### src/rtl/rtc_irq_pkg.sv
// Package: shared bit positions for the alarm/interrupt status block.
// Assumes an 8-bit status byte with the flag layout fixed by software.
package rtc_irq_pkg;
    localparam int STAT_W  = 8;
    localparam int N_EVT   = 3;
    // index of each event inside the internal event/flag vectors
    localparam int EV_PRD  = 2;
    localparam int EV_ALM  = 1;
    localparam int EV_UPD  = 0;
    // status byte positions (decoded by software, so fixed)
    localparam int ST_REQ  = 7;
    localparam int ST_FLG_LO = 4;
endpackage

### src/rtl/rtc_field_match.sv
// Module: rtc_field_match
// Compares one alarm byte against one time byte. A byte whose two top
// bits are both set is a wildcard and always matches.
// Assumes DATA_W >= 2.
module rtc_field_match #(
    parameter int DATA_W = 8
) (
    input  logic [DATA_W-1:0] time_val,
    input  logic [DATA_W-1:0] alarm_val,
    output logic              hit
);
    logic wild;

    // wildcard detect and equality compare
    always_comb begin
        wild = &alarm_val[DATA_W-1 -: 2];
        hit  = wild || (alarm_val == time_val);
    end
endmodule

### src/rtl/rtc_alarm_cmp.sv
// Module: rtc_alarm_cmp
// Runs one field comparator per time field and reports a full match
// only when every field hits. Purely combinational.
// Assumes the field vectors are stable while the result is sampled.
module rtc_alarm_cmp #(
    parameter int DATA_W   = 8,
    parameter int N_FIELDS = 3
) (
    input  logic [N_FIELDS-1:0][DATA_W-1:0] now_vals,
    input  logic [N_FIELDS-1:0][DATA_W-1:0] alm_vals,
    output logic                            all_hit
);
    logic [N_FIELDS-1:0] hits;

    for (genvar gi = 0; gi < N_FIELDS; gi++) begin : g_field
        rtc_field_match #(.DATA_W(DATA_W)) u_match (
            .time_val  (now_vals[gi]),
            .alarm_val (alm_vals[gi]),
            .hit       (hits[gi])
        );
    end

    // reduce the per-field hits
    always_comb all_hit = &hits;
endmodule

### src/rtl/rtc_flag_bank.sv
// Module: rtc_flag_bank
// Sticky event flags. A read strobe clears them at the clock edge. An
// event pulse in the same cycle wins over the clear, so no event is lost.
// Assumes one-cycle event pulses; synchronous active-low reset.
module rtc_flag_bank #(
    parameter int N_FLAGS = 3
) (
    input  logic               clk,
    input  logic               rst_n,
    input  logic [N_FLAGS-1:0] evt,
    input  logic               clr,
    output logic [N_FLAGS-1:0] flags
);
    // set on event, clear on read, event overrides clear
    always_ff @(posedge clk) begin
        if (!rst_n)
            flags <= '0;
        else
            flags <= (clr ? '0 : flags) | evt;
    end
endmodule

### src/rtl/rtc_alarm_irq.sv
// Module: rtc_alarm_irq (top)
// Alarm compare plus interrupt status byte of a real-time clock. The
// alarm is evaluated only on the update-ended pulse. Flags are sticky
// and clear when the status byte is read. The request bit and the
// active-low pin follow the flags gated by their enables.
// Assumes pulses last one cycle and time/alarm bytes are stable at the
// update-ended edge.
module rtc_alarm_irq
    import rtc_irq_pkg::*;
#(
    parameter int DATA_W   = 8,
    parameter int N_FIELDS = 3
) (
    input  logic              clk,
    input  logic              rst_n,
    input  logic [DATA_W-1:0] sec_now,
    input  logic [DATA_W-1:0] min_now,
    input  logic [DATA_W-1:0] hr_now,
    input  logic [DATA_W-1:0] alm_sec,
    input  logic [DATA_W-1:0] alm_min,
    input  logic [DATA_W-1:0] alm_hr,
    input  logic              prd_evt,
    input  logic              upd_evt,
    input  logic              en_prd,
    input  logic              en_alm,
    input  logic              en_upd,
    input  logic              stat_rd,
    output logic [STAT_W-1:0] stat_q,
    output logic              irq_n
);
    localparam int PAD_W = ST_FLG_LO;

    logic [N_FIELDS-1:0][DATA_W-1:0] now_vec;
    logic [N_FIELDS-1:0][DATA_W-1:0] alm_vec;
    logic                            match;
    logic [N_EVT-1:0]                evt_vec;
    logic [N_EVT-1:0]                en_vec;
    logic [N_EVT-1:0]                flags;
    logic                            req;

    // pack the time and alarm fields
    always_comb begin
        now_vec = {hr_now, min_now, sec_now};
        alm_vec = {alm_hr, alm_min, alm_sec};
    end

    rtc_alarm_cmp #(.DATA_W(DATA_W), .N_FIELDS(N_FIELDS)) u_cmp (
        .now_vals (now_vec),
        .alm_vals (alm_vec),
        .all_hit  (match)
    );

    // gather event pulses and enables in flag order
    always_comb begin
        evt_vec         = '0;
        evt_vec[EV_PRD] = prd_evt;
        evt_vec[EV_ALM] = upd_evt & match;
        evt_vec[EV_UPD] = upd_evt;
        en_vec          = '0;
        en_vec[EV_PRD]  = en_prd;
        en_vec[EV_ALM]  = en_alm;
        en_vec[EV_UPD]  = en_upd;
    end

    rtc_flag_bank #(.N_FLAGS(N_EVT)) u_flags (
        .clk   (clk),
        .rst_n (rst_n),
        .evt   (evt_vec),
        .clr   (stat_rd),
        .flags (flags)
    );

    // request bit, status byte and pin
    always_comb begin
        req    = |(flags & en_vec);
        stat_q = {req, flags, {PAD_W{1'b0}}};
        irq_n  = ~req;
    end
endmodule

### config.mk
export PLATFORM = sky130hd
export DESIGN_NAME = rtc_alarm_irq
export DESIGN_NICKNAME = d
export VERILOG_FILES = /design/src/rtl/rtc_irq_pkg.sv /design/src/rtl/rtc_field_match.sv /design/src/rtl/rtc_alarm_cmp.sv /design/src/rtl/rtc_flag_bank.sv /design/src/rtl/rtc_alarm_irq.sv
export SDC_FILE = /design/constraint.sdc
export NUM_CORES = 1
export LEC_CHECK = 0
export BUFFER_PORTS_ARGS = -buffer_cell sky130_fd_sc_hd__buf_2
export CAP_MARGIN = 0
export CELL_PAD_IN_SITES_DETAIL_PLACEMENT = 0
export CELL_PAD_IN_SITES_GLOBAL_PLACEMENT = 1
export CORE_MARGIN = 2
export CORE_UTILIZATION = 15
export CTS_CLUSTER_DIAMETER = 120
export DETAILED_ROUTE_END_ITERATION = 6
export GPL_ROUTABILITY_DRIVEN = 0
export GPL_TIMING_DRIVEN = 0
export MAX_ROUTING_LAYER = met4
export PLACE_DENSITY_LB_ADDON = 0.1
export SLEW_MARGIN = 20
export SYNTH_ARGS = -nofsm -noshare
export SYNTH_HDL_FRONTEND = slang
export SYNTH_SLANG_ARGS = --single-unit
### constraint.sdc
create_clock -name clk -period 0.8 [get_ports clk]
set_input_delay 0.04 -clock clk [delete_from_list [all_inputs] [get_ports clk]]
set_output_delay 0.04 -clock clk [all_outputs]
set_load 0.01 [all_outputs]
=== Word level (Yosys, flattened, before mapping) ===
Index checks and enable logic that the tools add are counted.

* Reduce and logical (&&, ||, !) cells: 8
* Multiplexer cells: 1
* Bitwise gates (word level): 4
* Eq/ne operators: 3

{| class="wikitable"
|+ Operators with widths
! cell !! number
|-
| equality test 8 bit || 3
|-
| AND reduction 2 bit || 3
|-
| AND 3 bit || 1
|-
| logical OR 1 bit || 3
|-
| two-way mux 3 bit || 1
|-
| bitwise OR 3 bit || 1
|-
| AND reduction 3 bit || 1
|-
| OR reduction 3 bit || 1
|-
| AND 1 bit || 1
|-
| inverter 1 bit || 1
|}

* Bits of input ports: 56
* Flip-flop bits (word level): 3
* Word-level logic and storage cells: 17
* Output and inout bits: 9

=== Longest topological paths before layout ===
Gate-level depths: netlist (run 1).

* Depth in word-level cells: 5
* Gate-level depth with buffers: 5
* Depth with buffers taken out: 5

=== Hierarchy ===
A second synthesis (run 1) with hierarchy kept.

* Cells, all modules: 55
* Area, all modules: 442.9 µm²

{| class="wikitable"
|+ Modules (own cells, without submodules)
! module !! cells each !! area each (µm²) !! sequential area each (µm²) !! times used
|-
| rtc_field_match || 12 || 91.3 || 0.0 || 3
|-
| rtc_flag_bank || 9 || 101.3 || 60.1 || 1
|-
| rtc_alarm_irq || 9 || 61.3 || 0.0 || 1
|-
| rtc_alarm_cmp || 1 || 6.3 || 0.0 || 1
|}

=== Worst setup path before layout (run 1) ===
No wires, ideal clock.

* Path type: reg-to-output
* Start point: reg u_flags.flags[0]
* End point: out stat_q[7]
* Data required time: 760 ps
* Path slack: -312 ps
* Arrival: 1072 ps
* Path buffers: 1
* Cell stages (with the launch flop): 4
* Cell sequence: dfxtp_1 > a222oi_1 > inv_1 > buf_4

* Longest elaborated chain between the ends: 2

{| class="wikitable"
|+ Ends and longest elaborated chain
! element !! RTL line !! source
|-
| from (decl) || rtc_flag_bank.sv:12 || <nowiki>output logic [N_FLAGS-1:0] flags</nowiki>
|-
| from (signal assigned) || rtc_flag_bank.sv:19 || <nowiki>flags <= (clr ? '0 : flags) | evt;</nowiki>
|-
| AND 3 bit || rtc_alarm_irq.sv:75 || <nowiki>req = |(flags & en_vec);</nowiki>
|-
| OR reduction 3 bit || rtc_alarm_irq.sv:75 ||
|-
| to (decl) || rtc_alarm_irq.sv:28 || <nowiki>output logic [STAT_W-1:0] stat_q,</nowiki>
|}

Every way passes these cells.

=== Final worst setup path (run 1) ===
Same ends and word-level chain as after synthesis.

==> results of run 1 <==
## synthesized netlist by cell type
cell      instances
xor2_1           16
xnor2_1           8
buf_4             5
nor4_1            4
dfxtp_1           3
a22oi_1           2
nand2_1           2
nand4_1           2
nor2b_1           2
o21a_1            2
a222oi_1          1
conb_1            1
inv_1             1
nand3_1           1
o21ai_0           1
o32ai_1           1
## critical path: cells and delay by family (launching register included)
family / cells / cell delay, ps
AO/OA/AOI/OAI: 1 / 340
flip-flops: 1 / 320
buffers and inverters: 2 / 220
## how the worst max path moves through the flow
stage,from,end,slack [ps],depth (start not counted)
4_1_cts,u_flags.flags[0],stat_q[7],-380,3
3_3_place_gp,hr_now[0],u_flags.flags[1],-290,5
5_1_grt,u_flags.flags[0],stat_q[7],-470,3
2_1_floorplan,u_flags.flags[0],stat_q[7],-300,3
3_5_place_dp,hr_now[0],u_flags.flags[1],-300,5
6_report,u_flags.flags[0],stat_q[7],-360,3
## power by group
part	internal [W]	leakage, nW	switching (W)	total (W)
combinational	0.000214	0.400	0.000148	0.000361
clock	0.000187	0.0150	0.0000805	0.000267
sequential	0.000158	0.0255	0.00000471	0.000163
## final cells by class
type | instances | area (sq um) | share of cell area [%]
sequential | 3 | 62.6 | 7.25
inverter | 1 | 3.75 | 0.435
timing repair buffer | 60 | 319 | 37.0
tap | 31 | 38.8 | 4.49
clock buffer | 4 | 26.3 | 3.04
buffer | 4 | 30.0 | 3.48
multi-input combinational | 46 | 383 | 44.3
## metal layers
metal	part of all wire, %	vias to the layer above	wire length (microns)
li1	-	303	-
met1	34	237	434
met4	0	0	0
met3	13	0	169
met2	53	39	690
met5	0	-	0
## stage by stage
step | hold WS (ps) | worst slack (ps) | util, % | instance area, sq um | std cells
floorplan | 131 | -299 | - | 445 | 55
global placement | 250 | -293 | 28.7 | 785 | 146
detailed placement | 258 | -299 | 28.7 | 785 | 146
CTS | 13.7 | -376 | 30.1 | 822 | 149
global route | 6.76 | -469 | 31.6 | 863 | 149
finish | 15.4 | -361 | 31.6 | 863 | 149
## kinds of logic (layout without fill, tap and decap cells)
group	count (synthesis)	after routing	share of synthesized area, %
XOR/XNOR	24	24	48.7
flip-flops	3	3	13.9
other	1	4	0.869
buffers and inverters	6	69	9.57
AND/OR/NAND/NOR	11	11	14.5
AO/OA/AOI/OAI	7	7	12.5
## what timing repair did
item	CTS	global route
pin swaps	6	3
resized for setup	3	8
endpoints found under the setup margin	3	3
==> summary.txt, run 1 <==
Run status
  – Status: complete, but fails checks
  – Failing checks: setup timing

CTS
  – CTS Root Cell: clkbuf_4
  – Clk sinks: 3
  – CTS max path bufs: 2
  – CTS Buf Count: 3
  – CTS tree: done
  – Worst-path clk slew: 30 ps
  – H-tree levels: 1
  – Setup bufs post-CTS: 0
  – Post-cts hold buffer count: 0
  – Clock Latency Late Sink: 230 ps

Drt
  – Vias per cell: 3.89
  – DRC violations left: 0
  – WL/cell: 8.68 microns
  – Drt total wl: 1290 microns
  – Pre-Repair DR Iteration Count: 4
  – Via count: 579
  – Antenna Nets Post-Route: 0
  – Starting DRC count in detailed routing: 12

Cells and area
  – Max FFs per register: 3
  – Fill cell count: 323
  – Most frequent cells in the layout: buf_2, xor2_1, xnor2_1, buf_4, conb_1
  – Diode count: 0
  – Share of cells above drive strength 1: 64.4%
  – Top reg by flops: u_flags.flags
  – Most common cell after layout, fill and taps aside: buf_2
  – Nets@finish: 175
  – Layout area overhead: 100%
  – Largest regs: u_flags.flags (3)

Global routing
  – Total gr overflow: 0
  – Global routing usage on met2: 13.3%
  – First-pass GRT wire length: 2020 microns
  – GRT busiest layer: met2
  – GR Util met1: 8.47%
  – Largest net degree at the start of global routing: 5
  – Initial antenna violation count: 0
  – All-Layer GR Usage: 7.92%
  – Vias in the first global route: 546
  – Met3 Use GR: 3.57%

STA
  – Minimum clock period after layout: 1160 ps
  – RSZ-0062 raised after global routing: true
  – Final Hold Viols: 0
  – Skew final: 0 ps
  – Tcrit/Tclk final: 145%
  – Fmax: 861 MHz
  – Max Slew Vio Count: 0
  – Final setup viols: 3
  – TNS Setup: -701 ps
  – Final worst slack: -361 ps

Synthesis
  – Leading area contributor after synthesis: xor2_1
  – Top cell type's share of synthesized area: 32.5%
  – Syn Inst Count: 52
  – Mapped cell area: 432 sq um
  – Register area share after synthesis: 13.9%
  – Syn avg cell area: 8.30 sq um
  – Synth top area cells: xor2_1, xnor2_1, dfxtp_1, buf_4, nor4_1
  – FF+latch count, synth: 3
  – Ys Warns: 0
  – Unique cell type count in the Yosys netlist: 16

Place
  – DP Wirelength: 1150 microns
  – IO Port Bufs: 60

Run
  – Max_cap viols: 0

Floorplan
  – Cell row count: 19
  – Die H: 57.6 microns
  – # IOs: 65
  – DIE AREA: 3320 sq um
  – Initial cell density of the core: 15.8%
  – Die X: 57.6 microns
  – Core area: 2730 sq um

Hold path
  – Min-Delay Endpoint: u_flags.flags[2]
  – Hold path cells: 2
  – Hold Startpoint: prd_evt
  – Worst hold path class: in2reg

Worst setup path
  – Crit path DAT: 1120 ps
  – RR Startpoint: u_flags.flags[0]
  – Max stage delay on crit path: 340 ps
  – Slowest CP cell: a222oi_1
  – Worst reg2reg endpoint: u_flags.flags[0]
  – Reg2Reg Depth: 2
  – CP Max Fanout: 3
  – CP startpoint kind: flop
  – CP cell instances: a222oi_1 -> inv_1 -> buf_6
  – Reg2reg setup slack: 100 ps
  – CP endpoint kind: output port
  – CP required: 760 ps
  – Worst setup path class: reg2out

Power and ir drop
  – Pwr Total: 0.000792 W
  – Leakage: 0.441 nW
  – VDD IR max: 0.675 mV
  – Power Dens Cells: 917 nW/um^2
Power figures use the tool's default switching activity.
==> run 2: changes to the inputs <==
--- a/config.mk
+++ b/config.mk
@@ -5,12 +5,13 @@
 export SDC_FILE = /design/constraint.sdc
 export NUM_CORES = 1
 export LEC_CHECK = 0
+export ABC_AREA = 1
 export BUFFER_PORTS_ARGS = -buffer_cell sky130_fd_sc_hd__buf_2
 export CAP_MARGIN = 0
 export CELL_PAD_IN_SITES_DETAIL_PLACEMENT = 0
 export CELL_PAD_IN_SITES_GLOBAL_PLACEMENT = 1
 export CORE_MARGIN = 2
-export CORE_UTILIZATION = 15
+export CORE_UTILIZATION = 17
 export CTS_CLUSTER_DIAMETER = 120
 export DETAILED_ROUTE_END_ITERATION = 6
 export GPL_ROUTABILITY_DRIVEN = 0
==> summary.txt, run 2 <==
Hold path
  – Hold path cells: 3 (was 2)
  – Hold Startpoint: prd_evt (unchanged)
  – Min-Delay Endpoint: u_flags.flags[2] (unchanged)
  – Worst hold path class: in2reg (unchanged)

Power and ir drop
  – Leakage: 0.691 nW (was 0.441 nW)
  – P_int: 0.000611 W (was 0.000559 W)
  – Comb power frac: 52.5% (was 45.6%)
  – Power Dens Cells: 800 nW/um^2 (was 917 nW/um^2)
  – P_sw: 0.000271 W (was 0.000233 W)
  – Clock power frac: 28.8% (was 33.8%)
  – Pwr Total: 0.000882 W (was 0.000792 W)
  – Switching Share: 30.7% (was 29.4%)
  – VDD IR max: 0.228 mV (was 0.675 mV)
  – Sequential power share: 18.7% (was 20.6%)

Worst setup path
  – CP Max Fanout: 3 (unchanged)
  – Worst reg2reg endpoint: u_flags.flags[1] (was u_flags.flags[0])
  – Crit path DAT: 910 ps (was 1120 ps)
  – CP endpoint kind: output port (unchanged)
  – CP required: 760 ps (about the same)
  – Worst setup path class: reg2out (unchanged)
  – RR Startpoint: u_flags.flags[1] (was u_flags.flags[0])
  – Reg2reg setup slack: 150 ps (was 100 ps)
  – Reg2Reg Depth: 4 (was 2)
  – CP startpoint kind: flop (unchanged)

Synthesis
  – Syn Inst Count: 118 (was 52)
  – Largest family of logic cells by synthesized area: simple AND/OR/NAND/NOR gates (was XOR/XNOR gates)
  – Leading area contributor after synthesis: nand2_1 (was xor2_1)
  – Synth top area cells: nand2_1, xnor2_1, inv_1, dfxtp_1, nor2_1 (was xor2_1, xnor2_1, dfxtp_1, buf_4, nor4_1)
  – Register area share after synthesis: 10.2% (was 13.9%)
  – Fraction of registers with async set/reset: 0% (unchanged)
  – Top cell type's share of synthesized area: 35.0% (was 32.5%)
  – Synth Area in Simple Gates: 45.0% (was 14.5%)
  – Ys Warns: 0 (unchanged)
  – Multiplexer share of the synthesized area: 0% (unchanged)
  – Compound-gate portion of the synthesized area: 1.70% (was 12.5%)
  – Post-Synth Adder-Cell Area: 0% (unchanged)
  – Unique cell type count in the Yosys netlist: 11 (was 16)
  – FF+latch count, synth: 3 (unchanged)
  – Post-synth top cells: nand2_1, inv_1, xnor2_1 (was xor2_1, xnor2_1, buf_4)
  – Top-count cell post-synth: nand2_1 (was xor2_1)
  – Prevailing post-synth register cell: dfxtp_1 (unchanged)
  – Mapped cell area: 589 sq um (was 432 sq um)
  – EDFF count, synth: 0 (unchanged)
  – Syn avg cell area: 4.99 sq um (was 8.30 sq um)
  – Post-Synth XOR/XNOR Area: 20.8% (was 48.7%)

Floorplan
  – # IOs: 65 (unchanged)
  – Cell row count: 21 (was 19)
  – Die X: 62.9 microns (was 57.6 microns)
  – Core area: 3340 sq um (was 2730 sq um)
  – Die H: 62.9 microns (was 57.6 microns)
  – Initial cell density of the core: 17.7% (was 15.8%)
  – DIE AREA: 3950 sq um (was 3320 sq um)

Global routing
  – Vias in the first global route: 744 (was 546)
  – Total gr overflow: 0 (unchanged)
  – All-Layer GR Usage: 7.76% (was 7.92%)
  – First-pass GRT wire length: 2590 microns (was 2020 microns)
  – Largest net degree at the start of global routing: 4 (was 5)
  – Initial antenna violation count: 0 (unchanged)

Cells and area
  – Nets@finish: 242 (was 175)
  – Max FFs per register: 3 (unchanged)
  – Fill cell count: 393 (was 323)
  – Reg area: 63.8 sq um (was 62.6 sq um)
  – Diode count: 0 (unchanged)
  – Top reg by flops: u_flags.flags (unchanged)
  – Util after Layout: 33.0% (was 31.6%)
  – Area of the multi-input gates: 485 sq um (was 383 sq um)
  – Most common cell after layout, fill and taps aside: buf_2 (unchanged)
  – Most frequent cells in the layout: buf_2, nand2_1, inv_1, nor2_1 (was buf_2, xor2_1, xnor2_1, buf_4, conb_1)
  – Layout area overhead: 87.0% (was 100%)
  – Largest regs: u_flags.flags (3) (unchanged)
  – Share of cells above drive strength 1: 49.2% (was 64.4%)

Drt
  – WL/cell: 6.71 microns (was 8.68 microns)
  – Via count: 798 (was 579)
  – Pre-Repair DR Iteration Count: 4 (unchanged)
  – Drt total wl: 1550 microns (was 1290 microns)
  – Starting DRC count in detailed routing: 10 (was 12)
  – DRC violations left: 0 (unchanged)
  – Vias per cell: 3.45 (was 3.89)
  – Antenna Nets Post-Route: 0 (unchanged)

Run status
  – Failing checks: setup timing (unchanged)
  – Status: complete, but fails checks (unchanged)

STA
  – Final Hold Viols: 0 (unchanged)
  – Max Slew Vio Count: 0 (unchanged)
  – Skew final: 0 ps (unchanged)
  – Final setup viols: 2 (was 3)
  – Minimum clock period after layout: 954 ps (was 1160 ps)
  – RSZ-0062 raised after global routing: true (unchanged)
  – Final worst slack: -154 ps (was -361 ps)
  – Fmax: 1050 MHz (was 861 MHz)
  – Tcrit/Tclk final: 119% (was 145%)

Place
  – DP Wirelength: 1380 microns (was 1150 microns)
  – IO Port Bufs: 60 (unchanged)

CTS
  – CTS max path bufs: 2 (unchanged)
  – Clock Latency Late Sink: 230 ps (about the same)
  – CTS Root Cell: clkbuf_4 (unchanged)
  – Worst-path clk slew: 40 ps (was 30 ps)
  – CTS tree: done (unchanged)
  – CTS Buf Count: 3 (unchanged)
  – H-tree levels: 1 (unchanged)
  – Clk sinks: 3 (unchanged)

Run
  – Max_cap viols: 0 (unchanged)
## run 2: cell types whose count changed after synthesis, sizes merged, moves of 2 or more
cell / change
nand2: +54
xor2: -16
nor2b: -2
nor2: +12
nand4: -2
inv: +23
a22oi: -2
xnor2: +6
o21a: -2
nor4: -4
a21oi: +2
## run 2: power by group through the flow
stage	sequential, W	combinational, W	clock (W)
4_1_cts	0.000165	0.000410	0.000267
6_report	0.000165	0.000463	0.000254
5_1_grt	0.000165	0.000522	0.000279
2_1_floorplan	0.000167	0.000202	0
3_3_place_gp	0.000164	0.000390	0
3_5_place_dp	0.000164	0.000395	0
## run 2: kinds of logic (layout without fill, tap and decap cells)
family,after synthesis,after routing
AND/OR/NAND/NOR,69,69
AO/OA/AOI/OAI,2,2
buffers and inverters,29,93
other,1,4
XOR/XNOR,14,14
flip-flops,3,3
## run 2: through the flow
stage | hold slack (ps) | TNS (ps) | instance area, sq um | cells | setup WS (ps)
floorplan | 157 | 0 | 601 | 121 | 117
global placement | 253 | -87.2 | 958 | 227 | -87.2
detailed placement | 266 | -99.7 | 958 | 227 | -99.7
CTS | 28.5 | -273 | 1010 | 231 | -162
global route | 42.4 | -393 | 1100 | 231 | -206
finish | 27.9 | -252 | 1100 | 231 | -154
## run 2: worst max-delay path: stages (launching register included)
cell,delay (ps)
dfxtp_2,320
nand2_2,60
nand3_2,90
buf_6,120
buf_6,110
## run 2: worst max path at each step
stage	end	startpoint	depth (start not counted)	slack [ps]
finish	stat_q[7]	u_flags.flags[0]	4	-150
global route	stat_q[7]	u_flags.flags[0]	4	-210
CTS	stat_q[7]	u_flags.flags[1]	4	-160
detailed placement	u_flags.flags[1]	alm_sec[5]	12	-100
global placement	u_flags.flags[1]	alm_sec[6]	10	-90
floorplan	u_flags.flags[1]	alm_sec[5]	11	120
## run 2: per-layer routing
layer | global-route usage, % | share of wire (%) | wire length (microns) | vias up
met5 | - | 0 | 0 | -
met1 | 7.69 | 40 | 617 | 305
li1 | - | - | - | 458
met3 | 0.360 | 8.1 | 125 | 0
met2 | 15.4 | 52 | 806 | 35
met4 | 3.33 | 0 | 0 | 0
## run 2: repair_timing
action | 4_1_cts | 5_1_grt
hold buffers | 0 | 0
resized for setup | 9 | 20
buffers inserted | 0 | 0
endpoints found under the setup margin | 2 | 3
pin swaps | 4 | 25
gates cloned | 0 | 0
## run 2: final cells by class
cell class,instances,share of cell area (%)
Timing Repair Buffer,60,30.6
Buffer,5,3.75
Multi-Input combinational cell,89,44.0
Clock buffer,4,2.38
Tap cell,46,5.22
Inverter,24,8.17
Sequential cell,3,5.79
